### config.mk
export PLATFORM = sky130hd
export DESIGN_NAME = tx_symbol_framer
export DESIGN_NICKNAME = d
export VERILOG_FILES = /design/src/rtl/tx_framer_pkg.sv /design/src/rtl/tx_framer_ctrl.sv /design/src/rtl/tx_framer_datapath.sv /design/src/rtl/tx_symbol_framer.sv
export SDC_FILE = /design/constraint.sdc
export NUM_CORES = 1
export LEC_CHECK = 0
export BUFFER_PORTS_ARGS = -buffer_cell sky130_fd_sc_hd__buf_2
export CAP_MARGIN = 20
export CORE_MARGIN = 2
export CORE_UTILIZATION = 35
export DETAILED_ROUTE_END_ITERATION = 6
export GPL_TIMING_DRIVEN = 0
export PLACE_DENSITY_LB_ADDON = 0.25
export SLEW_MARGIN = 20
export SYNTH_ARGS = -nofsm -noshare
export SYNTH_HDL_FRONTEND = slang
export SYNTH_HIERARCHICAL = 1
export SYNTH_SLANG_ARGS = --single-unit
### constraint.sdc
create_clock -name clk -period 2.41 [get_ports clk]
set_clock_uncertainty 0.15 [all_clocks]
set_input_delay 0.482 -clock clk [delete_from_list [all_inputs] [get_ports clk]]
set_output_delay 0.482 -clock clk [all_outputs]
set_load 0.02 [all_outputs]
### src/rtl/tx_framer_pkg.sv
package tx_framer_pkg;

  localparam int NIB_W = 4;
  localparam int SYM_W = NIB_W + 1;

  localparam logic [SYM_W-1:0] CODE_IDLE = 5'b11111;
  localparam logic [SYM_W-1:0] CODE_J    = 5'b11000;
  localparam logic [SYM_W-1:0] CODE_K    = 5'b10001;
  localparam logic [SYM_W-1:0] CODE_T    = 5'b01101;
  localparam logic [SYM_W-1:0] CODE_R    = 5'b00111;
  localparam logic [SYM_W-1:0] CODE_H    = 5'b00100;
  localparam logic [SYM_W-1:0] CODE_OFF  = '0;

  typedef enum logic [2:0] {
    ST_IDLE   = 3'd0,
    ST_SEND_K = 3'd1,
    ST_DATA   = 3'd2,
    ST_SEND_T = 3'd3,
    ST_SEND_R = 3'd4
  } frameState_e;

  typedef enum logic [2:0] {
    KIND_IDLE = 3'd0,
    KIND_J    = 3'd1,
    KIND_K    = 3'd2,
    KIND_DATA = 3'd3,
    KIND_HALT = 3'd4,
    KIND_T    = 3'd5,
    KIND_R    = 3'd6
  } symKind_e;

  typedef struct packed {
    logic     lineOn;
    logic     rawPass;
    symKind_e kind;
  } symStrobe_t;

  function automatic logic [SYM_W-1:0] map4b5b(input logic [NIB_W-1:0] nib);
    logic [SYM_W-1:0] grp;
    unique case (nib)
      4'h0: grp = 5'b11110;
      4'h1: grp = 5'b01001;
      4'h2: grp = 5'b10100;
      4'h3: grp = 5'b10101;
      4'h4: grp = 5'b01010;
      4'h5: grp = 5'b01011;
      4'h6: grp = 5'b01110;
      4'h7: grp = 5'b01111;
      4'h8: grp = 5'b10010;
      4'h9: grp = 5'b10011;
      4'hA: grp = 5'b10110;
      4'hB: grp = 5'b10111;
      4'hC: grp = 5'b11010;
      4'hD: grp = 5'b11011;
      4'hE: grp = 5'b11100;
      default: grp = 5'b11101;
    endcase
    return grp;
  endfunction

endpackage

### src/rtl/tx_framer_ctrl.sv
module tx_framer_ctrl
  import tx_framer_pkg::*;
(
  input  logic       clk,
  input  logic       rstN,
  input  logic       txEn,
  input  logic       txErr,
  input  logic       pllLocked,
  input  logic       bypassEnc,
  output symStrobe_t strobe
);

  frameState_e state;
  frameState_e stateNxt;

  always_comb begin
    stateNxt       = state;
    strobe.lineOn  = pllLocked;
    strobe.rawPass = 1'b0;
    strobe.kind    = KIND_IDLE;
    if (!pllLocked) begin
      stateNxt = ST_IDLE;
    end else if (bypassEnc) begin
      strobe.rawPass = 1'b1;
      stateNxt       = ST_IDLE;
    end else begin
      unique case (state)
        ST_IDLE: begin
          if (txEn) begin
            strobe.kind = KIND_J;
            stateNxt    = ST_SEND_K;
          end
        end
        ST_SEND_K: begin
          strobe.kind = KIND_K;
          stateNxt    = txEn ? ST_DATA : ST_SEND_T;
        end
        ST_DATA: begin
          if (txEn) begin
            strobe.kind = txErr ? KIND_HALT : KIND_DATA;
          end else begin
            strobe.kind = KIND_T;
            stateNxt    = ST_SEND_R;
          end
        end
        ST_SEND_T: begin
          strobe.kind = KIND_T;
          stateNxt    = ST_SEND_R;
        end
        ST_SEND_R: begin
          strobe.kind = KIND_R;
          stateNxt    = ST_IDLE;
        end
        default: begin
          stateNxt = ST_IDLE;
        end
      endcase
    end
  end

  always_ff @(posedge clk or negedge rstN) begin
    if (!rstN) state <= ST_IDLE;
    else       state <= stateNxt;
  end

  // After J, the next framed sample must be K.
  assert_j_then_k_R4: assert property (@(posedge clk) disable iff (!rstN)
    (state == ST_IDLE && txEn && pllLocked && !bypassEnc) |=> (state == ST_SEND_K));

  // After K, the frame either carries data or closes with T.
  assert_k_exit_R8: assert property (@(posedge clk) disable iff (!rstN)
    (state == ST_SEND_K && pllLocked && !bypassEnc)
      |=> (state == ST_DATA || state == ST_SEND_T));

  // T is always followed by R.
  assert_t_then_r_R7: assert property (@(posedge clk) disable iff (!rstN)
    ((state == ST_SEND_T || (state == ST_DATA && !txEn)) && pllLocked && !bypassEnc)
      |=> (state == ST_SEND_R));

  // Lock loss or bypass abandons the frame.
  assert_abandon_R9: assert property (@(posedge clk) disable iff (!rstN)
    (!pllLocked || bypassEnc) |=> (state == ST_IDLE));

endmodule

### src/rtl/tx_framer_datapath.sv
module tx_framer_datapath
  import tx_framer_pkg::*;
(
  input  logic             clk,
  input  logic             rstN,
  input  symStrobe_t       strobe,
  input  logic [NIB_W-1:0] txData,
  input  logic             txErr,
  output logic [SYM_W-1:0] codeOut,
  output logic             codeValid
);

  logic [SYM_W-1:0] codeNxt;

  always_comb begin
    if (!strobe.lineOn) begin
      codeNxt = CODE_OFF;
    end else if (strobe.rawPass) begin
      codeNxt = {txErr, txData};
    end else begin
      unique case (strobe.kind)
        KIND_J:    codeNxt = CODE_J;
        KIND_K:    codeNxt = CODE_K;
        KIND_DATA: codeNxt = map4b5b(txData);
        KIND_HALT: codeNxt = CODE_H;
        KIND_T:    codeNxt = CODE_T;
        KIND_R:    codeNxt = CODE_R;
        default:   codeNxt = CODE_IDLE;
      endcase
    end
  end

  always_ff @(posedge clk or negedge rstN) begin
    if (!rstN) begin
      codeOut   <= CODE_OFF;
      codeValid <= 1'b0;
    end else begin
      codeOut   <= codeNxt;
      codeValid <= strobe.lineOn;
    end
  end

  assert_lock_gate_R9: assert property (@(posedge clk) disable iff (!rstN)
    !strobe.lineOn |=> (!codeValid && codeOut == CODE_OFF));

  assert_idle_code_R2: assert property (@(posedge clk) disable iff (!rstN)
    (strobe.lineOn && !strobe.rawPass && strobe.kind == KIND_IDLE)
      |=> (codeValid && codeOut == CODE_IDLE));

  assert_halt_code_R6: assert property (@(posedge clk) disable iff (!rstN)
    (strobe.lineOn && !strobe.rawPass && strobe.kind == KIND_HALT)
      |=> (codeOut == CODE_H));

  assert_raw_pass_R10: assert property (@(posedge clk) disable iff (!rstN)
    (strobe.lineOn && strobe.rawPass)
      |=> (codeValid && codeOut == {$past(txErr), $past(txData)}));

endmodule

### src/rtl/tx_symbol_framer.sv
module tx_symbol_framer
  import tx_framer_pkg::*;
(
  input  logic             clk,
  input  logic             rstN,
  input  logic             txEn,
  input  logic             txErr,
  input  logic [NIB_W-1:0] txData,
  input  logic             pllLocked,
  input  logic             bypassEnc,
  output logic [SYM_W-1:0] codeOut,
  output logic             codeValid
);

  symStrobe_t strobe;

  tx_framer_ctrl u_ctrl (
    .clk       (clk),
    .rstN      (rstN),
    .txEn      (txEn),
    .txErr     (txErr),
    .pllLocked (pllLocked),
    .bypassEnc (bypassEnc),
    .strobe    (strobe)
  );

  tx_framer_datapath u_dp (
    .clk       (clk),
    .rstN      (rstN),
    .strobe    (strobe),
    .txData    (txData),
    .txErr     (txErr),
    .codeOut   (codeOut),
    .codeValid (codeValid)
  );

  // An idle-state error flag with the enable low never reaches the line.
  assert_err_ignored_R3: assert property (@(posedge clk) disable iff (!rstN)
    (pllLocked && !bypassEnc && !txEn && txErr && codeValid && codeOut == CODE_IDLE)
      |=> (codeOut != CODE_H));

endmodule

* Yosys cells after proc, flatten, opt, wreduce, memory -nomap -nowiden
Memories as Yosys holds them, arrays and structs flattened.
Cells that the tools add are included.
** Operators by class
- Muxes and demuxes :: 16
- Equality and inequality tests :: 12
- Reduce and logical (&&, ||, !) cells :: 2
** Operator list (count)
- $pmux W5 S6 :: 1
- $mux W3 :: 7
- $pmux W3 S5 :: 1
- $eq A3 B2 Y1 const B :: 4
- $eq A3 B3 Y1 const B :: 4
- $pmux W3 S4 :: 1
- $mux W5 :: 2
- $ne A4 B4 Y1 const B :: 2
- $eq A3 B1 Y1 const B :: 2
- $mux W4 :: 1
- $logic_not A3 Y1 :: 1
- $mux W1 :: 3
- $reduce_and A2 Y1 :: 1
** Word-level totals
- Register bits after elaboration :: 9
- Input bits :: 10
- Word-level logic and storage cells :: 34
- Memories :: 1
- Memory bits (read-only) :: 80
** Memory list
- (name not given) :: depth 16, width 5, rd ports 1, clocked after Yosys merged registers in 0, wr ports 0, RTL line tx_framer_pkg.sv:40 : unique case (nib)

* Longest topological paths before layout
Gate-level depths: netlist of the first run.
- Depth after elaboration :: 9
- Mapped depth :: 7

* Hierarchy
Netlist of the first run, hierarchy kept.
** By module, submodules not included
- tx_framer_datapath :: cells each 41, times used 1, area an instance 346.6 µm², sequential area each 150.1 µm²
- tx_framer_ctrl :: cells each 28, times used 1, area an instance 267.8 µm², sequential area each 75.1 µm²

* Least setup slack after synthesis of the first run
No wires, ideal clock.
- Path type :: input port to flip-flop
- From :: input bypassEnc
- To :: register u_dp.codeOut[0]
- Stages :: 5
- Path buffers :: 0
- Arrival time :: 1.654 ns
- Setup slack :: 0.462 ns
- Cell sequence :: or4bb_1 -> o22ai_1 -> inv_1 -> nor4_1 -> a311oi_1
** RTL lines
- start, declared :: RTL line tx_symbol_framer.sv:10 : input logic bypassEnc,
- end signal, assigned :: RTL line tx_framer_datapath.sv:38 : codeOut <= codeNxt;
- end, declared :: RTL line tx_framer_datapath.sv:9 : output logic [SYM_W-1:0] codeOut,

==> results of run 1 <==
## critical path, stage by stage (launching register included)
cell and delay (ps):
sky130_fd_sc_hd__dfrtp_1 420, sky130_fd_sc_hd__or4bb_1 500, sky130_fd_sc_hd__o22ai_1 390, sky130_fd_sc_hd__inv_1 130, sky130_fd_sc_hd__nor4_1 300, sky130_fd_sc_hd__a311oi_1 70
## final cells by class
cell class	count	area, µm²	share of cell area (%)
Multi-Input combinational cell	51	345	45.8
Sequential cell	9	225	29.9
Timing Repair Buffer	16	85.1	11.3
Buffer	4	31.3	4.15
Clock buffer	4	26.3	3.49
Tap cell	17	21.3	2.82
Inverter	5	18.8	2.49
## metrics by stage
step | power [µW] | instance area (µm²) | util, % | setup WS (ps) | cells
floorplan | 210 | 614 | - | 462 | 69
global placement | 237 | 711 | 42.1 | 179 | 101
detailed placement | 238 | 711 | 42.1 | 158 | 101
CTS | 352 | 747 | 44.2 | 272 | 106
global route | 367 | 753 | 44.6 | 184 | 106
finish | 346 | 753 | 44.6 | 308 | 106
## state kept, by name, indices dropped and copies added, names as in the netlist
register        cells
u_dp/codeOut        5
u_ctrl/state        3
u_dp/codeValid      1
## metal layers
layer	vias up	GRT usage [%]
met4	0	5.14
li1	290	-
met1	232	16.9
met5	-	0
met2	10	20.0
met3	0	2.38
## kinds of logic after synthesis
kind of cell / after synthesis / share of synthesized area [%]
and+or+nand+nor: 28 / 30.6
AOI/OAI and AO/OA: 22 / 23.2
xor gates and xnor gates: 1 / 1.43
buffers and inverters: 9 / 8.14
DFF: 9 / 36.7
## where the power goes
group	internal [µW]	total, µW	switching, µW
sequential	160	161	1.48
clock	63.4	109	45.7
combinational	31.7	75.7	44.0
total	255	346	91.1
## worst paths after layout
check / startpoint / endpoint / slack [ps]
max: u_ctrl/state[2] / u_dp/codeOut[0] / 310
min: pllLocked / u_dp/codeValid / 370
min in group asynchronous: rstN / u_ctrl/state[2] / 460
min reg2reg: u_ctrl/state[1] / u_ctrl/state[0] / 410
max in group asynchronous: rstN / u_dp/codeValid / 1480
max reg2reg: u_ctrl/state[2] / u_dp/codeOut[0] / 310
## synth_stat cells (2+ instances only)
| cell type | instances |
|---|---|
| sky130_fd_sc_hd__a311oi_1 | 2 |
| sky130_fd_sc_hd__nand2b_1 | 5 |
| sky130_fd_sc_hd__o21ai_0 | 5 |
| sky130_fd_sc_hd__dfrtp_1 | 9 |
| sky130_fd_sc_hd__nand2_1 | 3 |
| sky130_fd_sc_hd__nor3_1 | 2 |
| sky130_fd_sc_hd__buf_4 | 2 |
| sky130_fd_sc_hd__nor2_1 | 5 |
| sky130_fd_sc_hd__inv_1 | 4 |
| sky130_fd_sc_hd__a21oi_1 | 5 |
| sky130_fd_sc_hd__o21ai_1 | 2 |
## timing repair
| action | CTS | global route |
|---|---|---|
| endpoints found under the setup margin | 0 | 1 |
| gates resized for setup | 0 | 1 |
| endpoints found under the hold margin | 9 | 0 |
| hold buffers | 1 | 0 |
| setup buffers | 0 | 0 |
==> report_table.html, run 1 <==
<table>
<tr><th>Metric</th><th>Value</th></tr>
<tr><th colspan="2">Route</th></tr>
<tr><td>Wire length on met3</td><td>37 µm</td></tr>
<tr><td>Met2 wire length</td><td>548 µm</td></tr>
<tr><td>Average wire length per cell after detail routing</td><td>11.1 µm</td></tr>
<tr><td>Final antenna-violating net count</td><td>0</td></tr>
<tr><td>DR iter-0 viols</td><td>5</td></tr>
<tr><td>Residual DRC count</td><td>0</td></tr>
<tr><td>First-pass iteration count of the detailed router</td><td>3</td></tr>
<tr><td>Post-detailed-routing wire length</td><td>1.18 mm</td></tr>
<tr><td>Metal-1 WL</td><td>594 µm</td></tr>
<tr><td>Via Count</td><td>532</td></tr>
<tr><td>Vias per cell</td><td>5.02</td></tr>
<tr><td>Highest routed metal layer</td><td>met3</td></tr>
<tr><th colspan="2">Run</th></tr>
<tr><td>Max-Cap Viols</td><td>0</td></tr>
<tr><th colspan="2">Clock network</th></tr>
<tr><td>CTS root buffer</td><td>sky130_fd_sc_hd__clkbuf_4</td></tr>
<tr><td>Clock slew at the register clock pins of the worst setup and hold paths</td><td>60 ps</td></tr>
<tr><td>Clock tree from TritonCTS</td><td>done</td></tr>
<tr><td>Number of levels in the clock H-tree</td><td>1</td></tr>
<tr><td>Clock latency on the worst-skew pair</td><td>250 ps</td></tr>
<tr><td>Total CTS buffers</td><td>3</td></tr>
<tr><td>Clock Sinks</td><td>9</td></tr>
<tr><td>Clock buffer depth</td><td>2</td></tr>
<tr><th colspan="2">Final layout</th></tr>
<tr><td>Relative area change from synthesis to final layout</td><td>22.6%</td></tr>
<tr><td>Antenna diode count</td><td>0</td></tr>
<tr><td>Filler Cell Count</td><td>171</td></tr>
<tr><td>Number of nets in the layout</td><td>100</td></tr>
<tr><td>Most used cells in the layout excluding fill and tap cells</td><td>16 x sky130_fd_sc_hd__buf_2, 9 x sky130_fd_sc_hd__dfrtp_1</td></tr>
<tr><td>Fraction of layout instances using a drive strength above 1</td><td>30.3%</td></tr>
<tr><td>Most common library cell in the layout ignoring fill and taps</td><td>sky130_fd_sc_hd__buf_2</td></tr>
<tr><th colspan="2">Min path</th></tr>
<tr><td>Worst min path class</td><td>in2reg</td></tr>
<tr><td>Hold path depth</td><td>2</td></tr>
<tr><th colspan="2">Placed design</th></tr>
<tr><td>Hpwl dp</td><td>904 µm</td></tr>
<tr><td>Port bufs</td><td>15</td></tr>
<tr><td>Routability-driven placement congestion ratio</td><td>0.799</td></tr>
<tr><th colspan="2">STA</th></tr>
<tr><td>Post-route setup TNS</td><td>0 ps</td></tr>
<tr><td>Setup repair after global routing missed its margin</td><td>no</td></tr>
<tr><td>Minimum clock period after layout</td><td>2100 ps</td></tr>
<tr><td>Final count of hold timing violations</td><td>0</td></tr>
<tr><td>Worst rel slew slack</td><td>67.3%</td></tr>
<tr><td>Fmax</td><td>0.476 GHz</td></tr>
<tr><td>Number of max-slew violations in the final report</td><td>0</td></tr>
<tr><td>Worst slack on hold paths</td><td>366 ps</td></tr>
<tr><td>Final worst-path cycle share</td><td>87.2%</td></tr>
<tr><td>Final setup vio count</td><td>0</td></tr>
<tr><td>Worst-Margin Slew</td><td>491 ps</td></tr>
<tr><th colspan="2">Yosys</th></tr>
<tr><td>Fraction of registers with async set/reset</td><td>100%</td></tr>
<tr><td>Gate Count Post-Synth</td><td>69</td></tr>
<tr><td>Yosys reg bits</td><td>9</td></tr>
<tr><td>Cell type with the largest total area after synthesis</td><td>sky130_fd_sc_hd__dfrtp_1</td></tr>
<tr><td>Share of the synthesized area in the top cell type</td><td>36.7%</td></tr>
<tr><td>Largest cells by area after synthesis</td><td>sky130_fd_sc_hd__dfrtp_1 37%, sky130_fd_sc_hd__nand2b_1 5.1%, sky130_fd_sc_hd__a21oi_1 4.1%</td></tr>
<tr><td>Register area share after synthesis</td><td>36.7%</td></tr>
<tr><td>Avg Inst Size Synth</td><td>8.90 µm²</td></tr>
<tr><td>Number of warnings reported in the yosys synthesis log</td><td>6</td></tr>
<tr><td>Post-synthesis instance area</td><td>614 µm²</td></tr>
<tr><td>Distinct cell type count of the synthesized netlist</td><td>36</td></tr>
<tr><td>Net count after synthesis</td><td>79</td></tr>
<tr><td>Main flop type after synthesis</td><td>sky130_fd_sc_hd__dfrtp_1</td></tr>
<tr><td>Number of flops mapped to enable cells by yosys</td><td>0</td></tr>
<tr><th colspan="2">Global routing</th></tr>
<tr><td>Initial antenna violation count</td><td>0</td></tr>
<tr><td>Pin count of the biggest net entering global routing</td><td>11</td></tr>
<tr><td>Remaining Overflow, GRT</td><td>0</td></tr>
<tr><td>Total GRT Usage</td><td>12.7%</td></tr>
<tr><td>Number of global-route vias before repair</td><td>454</td></tr>
<tr><td>First-pass GRT wire length</td><td>1.98 mm</td></tr>
<tr><th colspan="2">Power</th></tr>
<tr><td>Maximum VDD drop</td><td>0.000132 V</td></tr>
<tr><td>Leak pwr</td><td>0.000327 µW</td></tr>
<tr><td>PwrDens</td><td>459 mW/mm²</td></tr>
<tr><th colspan="2">Critical path</th></tr>
<tr><td>Critical path peak fanout</td><td>7</td></tr>
<tr><td>Critical path launch point type</td><td>flop</td></tr>
<tr><td>CP Class</td><td>reg2reg</td></tr>
<tr><td>Logic depth of the worst register-to-register path</td><td>5</td></tr>
<tr><td>Worst EP arrival</td><td>2060 ps</td></tr>
<tr><td>Endpoint required time on the critical path</td><td>2370 ps</td></tr>
<tr><td>Capturing element type of the critical path</td><td>flop</td></tr>
<tr><th colspan="2">Run status</th></tr>
<tr><td>Run status</td><td>completed</td></tr>
<tr><th colspan="2">Die</th></tr>
<tr><td>Core area</td><td>0.00169 mm²</td></tr>
<tr><td>Die Outline Area</td><td>0.00211 mm²</td></tr>
<tr><td>Floorplan row count</td><td>15</td></tr>
<tr><td>Vertical die dimension</td><td>45.9 µm</td></tr>
<tr><td>Die X</td><td>45.9 µm</td></tr>
<tr><td>Count of pins on the block boundary</td><td>16</td></tr>
<tr><td>Starting Density</td><td>36.4%</td></tr>
</table>
No activity file was read; power rests on OpenSTA's default activity.
==> inputs of run 2 (changes only) <==
Settings changed: CORE_AREA set to 2 2 39 41, CORE_MARGIN 2 to not set, CORE_UTILIZATION 35 to not set, DIE_AREA set to 0 0 41 43, SYNTH_HIERARCHICAL 1 to not set.
==> run 2 against run 1 <==
First-iteration DRC count shrank 20%; die area decreased by 16%; wire length increased by 14%; synthesized cell count fell by 4.3%; count of clock-buffer cells in the layout did not move; worst hold slack got worse by 84 ps; largest power group unchanged; register-to-register slack gained 360 ps; highest routed layer is now met4; utilization grew 6.6 points; critical path depth stayed put; critical path type unchanged.
==> report_table.html, run 2 <==
<table>
<tr><th>Metric</th><th>Value</th></tr>
<tr><th colspan="2">STA</th></tr>
<tr><td>Setup repair after global routing missed its margin</td><td>no</td></tr>
<tr><td>Final setup vio count</td><td>0</td></tr>
<tr><td>Worst-Margin Slew</td><td>459 ps</td></tr>
<tr><td>Final count of hold timing violations</td><td>0</td></tr>
<tr><td>Minimum clock period after layout</td><td>1740 ps</td></tr>
<tr><td>Number of max-slew violations in the final report</td><td>0</td></tr>
<tr><td>Post-route setup TNS</td><td>0 ps</td></tr>
<tr><td>Worst rel slew slack</td><td>69.0%</td></tr>
<tr><td>Final worst-path cycle share</td><td>72.4%</td></tr>
<tr><td>Fmax</td><td>0.573 GHz</td></tr>
<tr><td>Worst slack on hold paths</td><td>282 ps</td></tr>
<tr><th colspan="2">Final layout</th></tr>
<tr><td>Fraction of layout instances using a drive strength above 1</td><td>28.2%</td></tr>
<tr><td>Antenna diode count</td><td>0</td></tr>
<tr><td>Registers with the most flip-flops</td><td>u_dp.codeOut: 5 flops, u_ctrl.state: 3 flops, u_dp.codeValid: 1 flops</td></tr>
<tr><td>Number of nets in the layout</td><td>96</td></tr>
<tr><td>Most common library cell in the layout ignoring fill and taps</td><td>sky130_fd_sc_hd__buf_2</td></tr>
<tr><td>Largest register FFs</td><td>5</td></tr>
<tr><td>Filler Cell Count</td><td>148</td></tr>
<tr><td>Relative area change from synthesis to final layout</td><td>21.7%</td></tr>
<tr><td>Register with the most flip-flops</td><td>u_dp.codeOut</td></tr>
<tr><td>Most used cells in the layout excluding fill and tap cells</td><td>16 x sky130_fd_sc_hd__buf_2, 9 x sky130_fd_sc_hd__dfrtp_1, 6 x sky130_fd_sc_hd__nor2_1</td></tr>
<tr><th colspan="2">Route</th></tr>
<tr><td>First-pass iteration count of the detailed router</td><td>2</td></tr>
<tr><td>Via Count</td><td>577</td></tr>
<tr><td>Residual DRC count</td><td>0</td></tr>
<tr><td>Wire length on met3</td><td>72 µm</td></tr>
<tr><td>Final antenna-violating net count</td><td>0</td></tr>
<tr><td>Post-detailed-routing wire length</td><td>1.34 mm</td></tr>
<tr><td>DR iter-0 viols</td><td>4</td></tr>
<tr><td>Highest routed metal layer</td><td>met4</td></tr>
<tr><td>Met2 wire length</td><td>659 µm</td></tr>
<tr><td>Metal-1 WL</td><td>591 µm</td></tr>
<tr><td>Average wire length per cell after detail routing</td><td>13.3 µm</td></tr>
<tr><td>Vias per cell</td><td>5.71</td></tr>
<tr><th colspan="2">Critical path</th></tr>
<tr><td>Capturing element type of the critical path</td><td>flop</td></tr>
<tr><td>Critical path peak fanout</td><td>10</td></tr>
<tr><td>Worst EP arrival</td><td>1740 ps</td></tr>
<tr><td>Critical path launch point type</td><td>flop</td></tr>
<tr><td>Endpoint required time on the critical path</td><td>2410 ps</td></tr>
<tr><td>CP Class</td><td>reg2reg</td></tr>
<tr><td>Slowest library cell on the worst path</td><td>sky130_fd_sc_hd__dfrtp_1</td></tr>
<tr><td>Cell Chain, Critical Path</td><td>buf_2 &gt; nand2b_1 &gt; o41ai_1 &gt; o21ai_1 &gt; o221a_2</td></tr>
<tr><td>Delay of the slowest cell on the worst path</td><td>370 ps</td></tr>
<tr><th colspan="2">Clock network</th></tr>
<tr><td>Clock Sinks</td><td>9</td></tr>
<tr><td>Total CTS buffers</td><td>3</td></tr>
<tr><td>Count of hold-fix buffers inserted at cts</td><td>1</td></tr>
<tr><td>Clock latency on the worst-skew pair</td><td>260 ps</td></tr>
<tr><td>Clock buffer depth</td><td>2</td></tr>
<tr><td>Number of levels in the clock H-tree</td><td>1</td></tr>
<tr><td>Setup fix buffers added after clock tree synthesis</td><td>0</td></tr>
<tr><td>CTS root buffer</td><td>sky130_fd_sc_hd__clkbuf_4</td></tr>
<tr><td>Clock tree from TritonCTS</td><td>done</td></tr>
<tr><td>Post-CTS Resized</td><td>0</td></tr>
<tr><td>Clock slew at the register clock pins of the worst setup and hold paths</td><td>60 ps</td></tr>
<tr><th colspan="2">Global routing</th></tr>
<tr><td>Pin count of the biggest net entering global routing</td><td>11</td></tr>
<tr><td>Number of global-route vias before repair</td><td>548</td></tr>
<tr><td>Remaining Overflow, GRT</td><td>0</td></tr>
<tr><td>Initial antenna violation count</td><td>0</td></tr>
<tr><td>First-pass GRT wire length</td><td>2.39 mm</td></tr>
<tr><td>Total GRT Usage</td><td>19.8%</td></tr>
<tr><th colspan="2">Yosys</th></tr>
<tr><td>Synth top cells by count</td><td>9 x sky130_fd_sc_hd__dfrtp_1, 6 x sky130_fd_sc_hd__nor2_1, 4 x sky130_fd_sc_hd__a21oi_1, 4 x sky130_fd_sc_hd__nor3_1, 4 x sky130_fd_sc_hd__o21ai_0</td></tr>
<tr><td>Most frequent cell after synthesis</td><td>sky130_fd_sc_hd__dfrtp_1</td></tr>
<tr><td>Yosys reg bits</td><td>9</td></tr>
<tr><td>Share of the synthesized area in the top cell type</td><td>38.7%</td></tr>
<tr><td>Number of flops mapped to enable cells by yosys</td><td>0</td></tr>
<tr><td>Main flop type after synthesis</td><td>sky130_fd_sc_hd__dfrtp_1</td></tr>
<tr><td>Distinct cell type count of the synthesized netlist</td><td>33</td></tr>
<tr><td>Number of warnings reported in the yosys synthesis log</td><td>0</td></tr>
<tr><td>Cell type with the largest total area after synthesis</td><td>sky130_fd_sc_hd__dfrtp_1</td></tr>
<tr><td>Gate Count Post-Synth</td><td>66</td></tr>
<tr><td>Largest cells by area after synthesis</td><td>sky130_fd_sc_hd__dfrtp_1 39%, sky130_fd_sc_hd__nor2_1 3.9%, sky130_fd_sc_hd__a21oi_1 3.4%</td></tr>
<tr><td>Register area share after synthesis</td><td>38.7%</td></tr>
<tr><td>Post-synthesis instance area</td><td>582 µm²</td></tr>
<tr><td>Avg Inst Size Synth</td><td>8.82 µm²</td></tr>
<tr><td>Fraction of registers with async set/reset</td><td>100%</td></tr>
<tr><td>Net count after synthesis</td><td>76</td></tr>
<tr><th colspan="2">Run</th></tr>
<tr><td>Max-Cap Viols</td><td>0</td></tr>
<tr><th colspan="2">Placed design</th></tr>
<tr><td>Hpwl dp</td><td>1.03 mm</td></tr>
<tr><td>Port bufs</td><td>14</td></tr>
<tr><td>Routability-driven placement congestion ratio</td><td>0.865</td></tr>
<tr><th colspan="2">Die</th></tr>
<tr><td>Die Outline Area</td><td>0.00176 mm²</td></tr>
<tr><td>Floorplan row count</td><td>14</td></tr>
<tr><td>Count of pins on the block boundary</td><td>16</td></tr>
<tr><td>Vertical die dimension</td><td>43 µm</td></tr>
<tr><td>Core area</td><td>0.00138 mm²</td></tr>
<tr><td>Die X</td><td>41 µm</td></tr>
<tr><td>Starting Density</td><td>42.0%</td></tr>
<tr><th colspan="2">Power</th></tr>
<tr><td>Maximum VDD drop</td><td>0.000246 V</td></tr>
<tr><td>Leak pwr</td><td>0.000328 µW</td></tr>
<tr><td>PwrDens</td><td>504 mW/mm²</td></tr>
<tr><th colspan="2">Run status</th></tr>
<tr><td>Run status</td><td>completed</td></tr>
<tr><th colspan="2">Min path</th></tr>
<tr><td>Worst min path class</td><td>in2reg</td></tr>
</table>
run 2: cell types whose count changed in the layout (fill, tap and decap cells not counted), sizes merged, moves of 2 or more:
cell    change
o211ai      +2
o221a       +2
inv         -2
nand2b      -3
buf         -2
and3        +2
a311oi      -2
nor3        +2
run 2: critical path: cells and delay by family (launching register included):
| family | cells | cell delay (ps) |
|---|---|---|
| AND/OR/NAND/NOR | 1 | 190 |
| AO/OA/AOI/OAI | 3 | 750 |
| buffers and inverters | 1 | 180 |
| flip-flops | 1 | 370 |
run 2: cells by family after synthesis:
group / after synthesis / share of synthesized area [%]
compound gates: 19 / 22.8
xor+xnor: 1 / 1.51
mux: 1 / 1.72
simple gates: 29 / 29.0
buf+inv: 7 / 6.24
flops: 9 / 38.7
run 2: power breakdown:
| group | internal, µW | switching (µW) |
|---|---|---|
| Combinational | 32.3 | 47.5 |
| Clock | 63.7 | 51.6 |
| Sequential | 159 | 2.38 |
| Total | 255 | 101 |
run 2: per-layer routing:
metal	vias to the layer above	GRT usage [%]
met3	2	4.71
met5	-	0
li1	284	-
met2	17	29.7
met1	274	25.1
met4	0	10.0
run 2: metrics by stage:
step | cells | utilization, % | setup slack, ps | power, µW | cell area, µm²
6_report | 101 | 51.2 | 665 | 357 | 708
5_1_grt | 101 | 51.2 | 464 | 382 | 708
4_1_cts | 101 | 51.2 | 703 | 360 | 708
3_5_place_dp | 96 | 48.6 | 609 | 243 | 672
3_3_place_gp | 96 | 48.6 | 561 | 241 | 672
2_1_floorplan | 66 | - | 744 | 213 | 582
run 2: final timing paths:
kind | startpoint | to | slack (ps) | cells past startpoint
worst min register to register | u_ctrl.state[0] | u_dp.codeOut[4] | 480 | 3
max in group asynchronous | rstN | u_dp.codeOut[4] | 1490 | 2
worst min-delay path | pllLocked | u_dp.codeValid | 280 | 1
worst max register to register | u_ctrl.state[0] | u_dp.codeOut[2] | 670 | 5
min in group asynchronous | rstN | u_dp.codeOut[0] | 440 | 2
worst max-delay path | u_ctrl.state[0] | u_dp.codeOut[2] | 670 | 5
run 2: cell type report:
| cell class | count | area (µm²) | share of cell area, % |
|---|---|---|---|
| multi-input combinational | 50 | 320 | 45.2 |
| buffer | 4 | 25.0 | 3.53 |
| inverter | 3 | 11.3 | 1.59 |
| tap | 16 | 20.0 | 2.83 |
| clock buffer | 4 | 26.3 | 3.71 |
| sequential | 9 | 225 | 31.8 |
| timing repair buffer | 15 | 80.1 | 11.3 |
==> inputs of run 3 (changes only) <==
Settings changed: ABC_AREA set to 1, CORE_AREA 2 2 39 41 to not set, CORE_MARGIN set to 2, CORE_UTILIZATION set to 45, DIE_AREA 0 0 41 43 to not set.
Clock period 2.41 ns to 1.5 ns, I/O delays scaled along.
==> run 3 against run 2 <==
The flow now finishes with violations (negative setup slack); maximum frequency is 12% higher; count of clock-buffer cells in the layout is the same; combinational power grew 100%; highest routed layer unchanged; synthesized cell count increased by 33%; final area rose by 21%; global-route usage is 3.8 points lower; clock power increased by 52%; worst hold slack worse by 170 ps; power up 69%.
==> report_table.html, run 3 <==
<table>
<tr><th>Metric</th><th>Value</th></tr>
<tr><th colspan="2">Final layout</th></tr>
<tr><td>Relative area change from synthesis to final layout</td><td>29.2%</td></tr>
<tr><td>Non-filler cells, final</td><td>124</td></tr>
<tr><td>Register with the most flip-flops</td><td>u_dp.codeOut</td></tr>
<tr><td>Most common library cell in the layout ignoring fill and taps</td><td>sky130_fd_sc_hd__buf_2</td></tr>
<tr><td>Antenna diode count</td><td>0</td></tr>
<tr><td>Number of nets in the layout</td><td>120</td></tr>
<tr><td>Filler Cell Count</td><td>115</td></tr>
<tr><td>Most used cells in the layout excluding fill and tap cells</td><td>15 x sky130_fd_sc_hd__buf_2, 10 x sky130_fd_sc_hd__inv_1, 8 x sky130_fd_sc_hd__nand2_1, 7 x sky130_fd_sc_hd__nand3_1, 7 x sky130_fd_sc_hd__a21oi_1</td></tr>
<tr><td>Fraction of layout instances using a drive strength above 1</td><td>43.1%</td></tr>
<tr><td>Registers with the most flip-flops</td><td>u_dp.codeOut: 5 flops, u_ctrl.state: 3 flops, u_dp.codeValid: 1 flops</td></tr>
<tr><td>Largest register FFs</td><td>5</td></tr>
<tr><th colspan="2">Power</th></tr>
<tr><td>Part of the total power dissipated in combinational logic</td><td>27.0%</td></tr>
<tr><td>PwrDens</td><td>702 mW/mm²</td></tr>
<tr><td>Leak pwr</td><td>0.000453 µW</td></tr>
<tr><td>Internal power component</td><td>417 µW</td></tr>
<tr><td>Share of power burned in registers</td><td>43.9%</td></tr>
<tr><td>Switch share</td><td>30.7%</td></tr>
<tr><td>Net load switching power</td><td>185 µW</td></tr>
<tr><td>Maximum VDD drop</td><td>0.000457 V</td></tr>
<tr><td>Clock network power share</td><td>29.1%</td></tr>
<tr><th colspan="2">Route</th></tr>
<tr><td>Residual DRC count</td><td>0</td></tr>
<tr><td>DR iter-0 viols</td><td>14</td></tr>
<tr><td>Vias per cell</td><td>5.29</td></tr>
<tr><td>Post-detailed-routing wire length</td><td>1.42 mm</td></tr>
<tr><td>Average wire length per cell after detail routing</td><td>11.4 µm</td></tr>
<tr><td>Final antenna-violating net count</td><td>0</td></tr>
<tr><td>First-pass iteration count of the detailed router</td><td>5</td></tr>
<tr><td>Via Count</td><td>656</td></tr>
<tr><th colspan="2">Global routing</th></tr>
<tr><td>Total GRT Usage</td><td>16.0%</td></tr>
<tr><td>First-pass GRT wire length</td><td>2.26 mm</td></tr>
<tr><td>Initial antenna violation count</td><td>0</td></tr>
<tr><td>Pin count of the biggest net entering global routing</td><td>10</td></tr>
<tr><td>Most utilized layer in the global route result</td><td>met2</td></tr>
<tr><td>Met1 Resource Use GR</td><td>22.0%</td></tr>
<tr><td>Number of global-route vias before repair</td><td>546</td></tr>
<tr><td>Met2 track utilization from global routing</td><td>25.2%</td></tr>
<tr><td>Met3 track demand over resource</td><td>3.88%</td></tr>
<tr><td>Remaining Overflow, GRT</td><td>0</td></tr>
<tr><th colspan="2">Die</th></tr>
<tr><td>Die Outline Area</td><td>0.00180 mm²</td></tr>
<tr><td>Count of pins on the block boundary</td><td>16</td></tr>
<tr><td>Core area</td><td>0.00133 mm²</td></tr>
<tr><td>Floorplan row count</td><td>13</td></tr>
<tr><td>Die X</td><td>42.4 µm</td></tr>
<tr><td>Starting Density</td><td>49.7%</td></tr>
<tr><td>Vertical die dimension</td><td>42.4 µm</td></tr>
<tr><th colspan="2">Yosys</th></tr>
<tr><td>Register area share after synthesis</td><td>34.0%</td></tr>
<tr><td>Synth top cells by count</td><td>12 x sky130_fd_sc_hd__nand2_1, 11 x sky130_fd_sc_hd__inv_1, 9 x sky130_fd_sc_hd__dfrtp_1, 9 x sky130_fd_sc_hd__nand3_1, 7 x sky130_fd_sc_hd__a21oi_1</td></tr>
<tr><td>Gate Count Post-Synth</td><td>88</td></tr>
<tr><td>Fraction of registers with async set/reset</td><td>100%</td></tr>
<tr><td>Number of warnings reported in the yosys synthesis log</td><td>0</td></tr>
<tr><td>Distinct cell type count of the synthesized netlist</td><td>21</td></tr>
<tr><td>Yosys reg bits</td><td>9</td></tr>
<tr><td>Number of flops mapped to enable cells by yosys</td><td>0</td></tr>
<tr><td>Cell type with the largest total area after synthesis</td><td>sky130_fd_sc_hd__dfrtp_1</td></tr>
<tr><td>Avg Inst Size Synth</td><td>7.54 µm²</td></tr>
<tr><td>Post-synthesis instance area</td><td>663 µm²</td></tr>
<tr><td>Most frequent cell after synthesis</td><td>sky130_fd_sc_hd__nand2_1</td></tr>
<tr><td>Net count after synthesis</td><td>98</td></tr>
<tr><td>Main flop type after synthesis</td><td>sky130_fd_sc_hd__dfrtp_1</td></tr>
<tr><td>Share of the synthesized area in the top cell type</td><td>34.0%</td></tr>
<tr><td>Largest cells by area after synthesis</td><td>sky130_fd_sc_hd__dfrtp_1 34%, sky130_fd_sc_hd__nor2_8 9.1%, sky130_fd_sc_hd__nand3_1 6.8%</td></tr>
<tr><th colspan="2">STA</th></tr>
<tr><td>Minimum clock period after layout</td><td>1560 ps</td></tr>
<tr><td>Final setup vio count</td><td>3</td></tr>
<tr><td>Final Worst Setup Slack</td><td>-57.1 ps</td></tr>
<tr><td>Number of max-slew violations in the final report</td><td>0</td></tr>
<tr><td>Worst rel slew slack</td><td>76.6%</td></tr>
<tr><td>Worst-Margin Slew</td><td>342 ps</td></tr>
<tr><td>Worst slack on hold paths</td><td>108 ps</td></tr>
<tr><td>Final count of hold timing violations</td><td>0</td></tr>
<tr><td>Setup repair after global routing missed its margin</td><td>yes</td></tr>
<tr><td>Final worst-path cycle share</td><td>104%</td></tr>
<tr><td>Fmax</td><td>0.642 GHz</td></tr>
<tr><th colspan="2">Critical path</th></tr>
<tr><td>Worst EP arrival</td><td>1550 ps</td></tr>
<tr><td>CP Class</td><td>reg2reg</td></tr>
<tr><td>Critical path peak fanout</td><td>4</td></tr>
<tr><td>Slowest library cell on the worst path</td><td>sky130_fd_sc_hd__dfrtp_2</td></tr>
<tr><td>Count of buffering cells on the critical path with inverters included</td><td>1</td></tr>
<tr><td>Capturing element type of the critical path</td><td>flop</td></tr>
<tr><td>Cell class contributing the biggest share of worst-path delay</td><td>simple AND/OR/NAND/NOR gates</td></tr>
<tr><td>Endpoint required time on the critical path</td><td>1490 ps</td></tr>
<tr><td>Critical path launch point type</td><td>flop</td></tr>
<tr><td>Delay of the slowest cell on the worst path</td><td>450 ps</td></tr>
<tr><td>Cell Chain, Critical Path</td><td>nor2_4 &gt; nand3_2 &gt; nand2_4 &gt; inv_2 &gt; nand4_1 &gt; nand4_1 &gt; nor2_1 &gt; nor2_1</td></tr>
<tr><th colspan="2">Run status</th></tr>
<tr><td>Run status</td><td>finished, violations left</td></tr>
<tr><td>Violations in the final reports</td><td>negative setup slack</td></tr>
<tr><th colspan="2">Placed design</th></tr>
<tr><td>Post-Place Cells</td><td>118</td></tr>
<tr><td>Hpwl dp</td><td>1.06 mm</td></tr>
<tr><td>Routability-driven placement congestion ratio</td><td>0.859</td></tr>
<tr><td>Port bufs</td><td>15</td></tr>
<tr><th colspan="2">Clock network</th></tr>
<tr><td>Total CTS buffers</td><td>3</td></tr>
<tr><td>Clock latency on the worst-skew pair</td><td>250 ps</td></tr>
<tr><td>Clock buffer depth</td><td>2</td></tr>
<tr><td>Clock slew at the register clock pins of the worst setup and hold paths</td><td>60 ps</td></tr>
<tr><td>Clock tree from TritonCTS</td><td>done</td></tr>
<tr><td>Clock Sinks</td><td>9</td></tr>
<tr><td>CTS root buffer</td><td>sky130_fd_sc_hd__clkbuf_4</td></tr>
<tr><td>Number of levels in the clock H-tree</td><td>1</td></tr>
<tr><th colspan="2">Run</th></tr>
<tr><td>Max-Cap Viols</td><td>0</td></tr>
<tr><th colspan="2">Min path</th></tr>
<tr><td>Worst min path class</td><td>in2reg</td></tr>
</table>
[run 3: final cells by class]
| class | count | area [µm²] | share of cell area (%) |
|---|---|---|---|
| clock buffer | 4 | 26.3 | 3.07 |
| inverter | 17 | 68.8 | 8.03 |
| multi-input combinational | 62 | 422 | 49.2 |
| sequential | 9 | 229 | 26.7 |
| tap | 15 | 18.8 | 2.19 |
| timing repair buffer | 17 | 92.6 | 10.8 |
[run 3: cell families after synthesis]
kind of cell	synth area share (%)
DFF	34.0
AOI/OAI and AO/OA	13.0
buffers and inverters	10.0
and+or+nand+nor	43.0
[run 3: through the flow]
step | instance area [µm²] | util [%] | worst slack, ps | TNS, ps | power, µW
2_1_floorplan | 663 | - | 81.4 | 0 | 364
3_3_place_gp | 757 | 56.8 | -41.3 | -134 | 411
3_5_place_dp | 757 | 56.8 | -56.9 | -177 | 414
4_1_cts | 820 | 61.4 | 7.65 | 0 | 596
5_1_grt | 857 | 64.3 | -130 | -498 | 636
6_report | 857 | 64.3 | -57.1 | -114 | 602
[run 3: worst paths after layout]
kind	from	endpoint	slack (ps)	cells past startpoint
worst max-delay path	u_ctrl.state[0]	u_dp.codeOut[0]	-60	8
worst min-delay path	pllLocked	u_dp.codeValid	110	1
worst max register to register	u_ctrl.state[0]	u_dp.codeOut[0]	-60	8
worst min register to register	u_ctrl.state[2]	u_ctrl.state[0]	410	1
max in group asynchronous	rstN	u_ctrl.state[1]	730	2
min in group asynchronous	rstN	u_dp.codeOut[0]	280	2
[run 3: routing by layer]
metal | routed length [µm] | part of all wire, % | vias up
met3 | 85 | 6.0 | 2
met4 | 14 | 0.99 | 0
met2 | 683 | 48 | 34
li1 | - | - | 334
met1 | 633 | 45 | 286
met5 | 0 | 0 | -
[run 3: power by group through the flow]
| stage | clock network (µW) | registers, µW | logic, µW |
|---|---|---|---|
| 3_5_place_dp | 0 | 267 | 147 |
| 6_report | 175 | 264 | 162 |
| 5_1_grt | 191 | 266 | 179 |
| 4_1_cts | 180 | 264 | 152 |
| 3_3_place_gp | 0 | 267 | 145 |
| 2_1_floorplan | 0 | 284 | 79.8 |
[run 3: repair_timing]
action / CTS / global route
resized for setup: 7 / 10
pin swaps: 3 / 2
endpoints found under the setup margin: 4 / 5
hold buffers: 1 / 0
buffers inserted: 1 / 0
hold endpoints to repair: 9 / 0
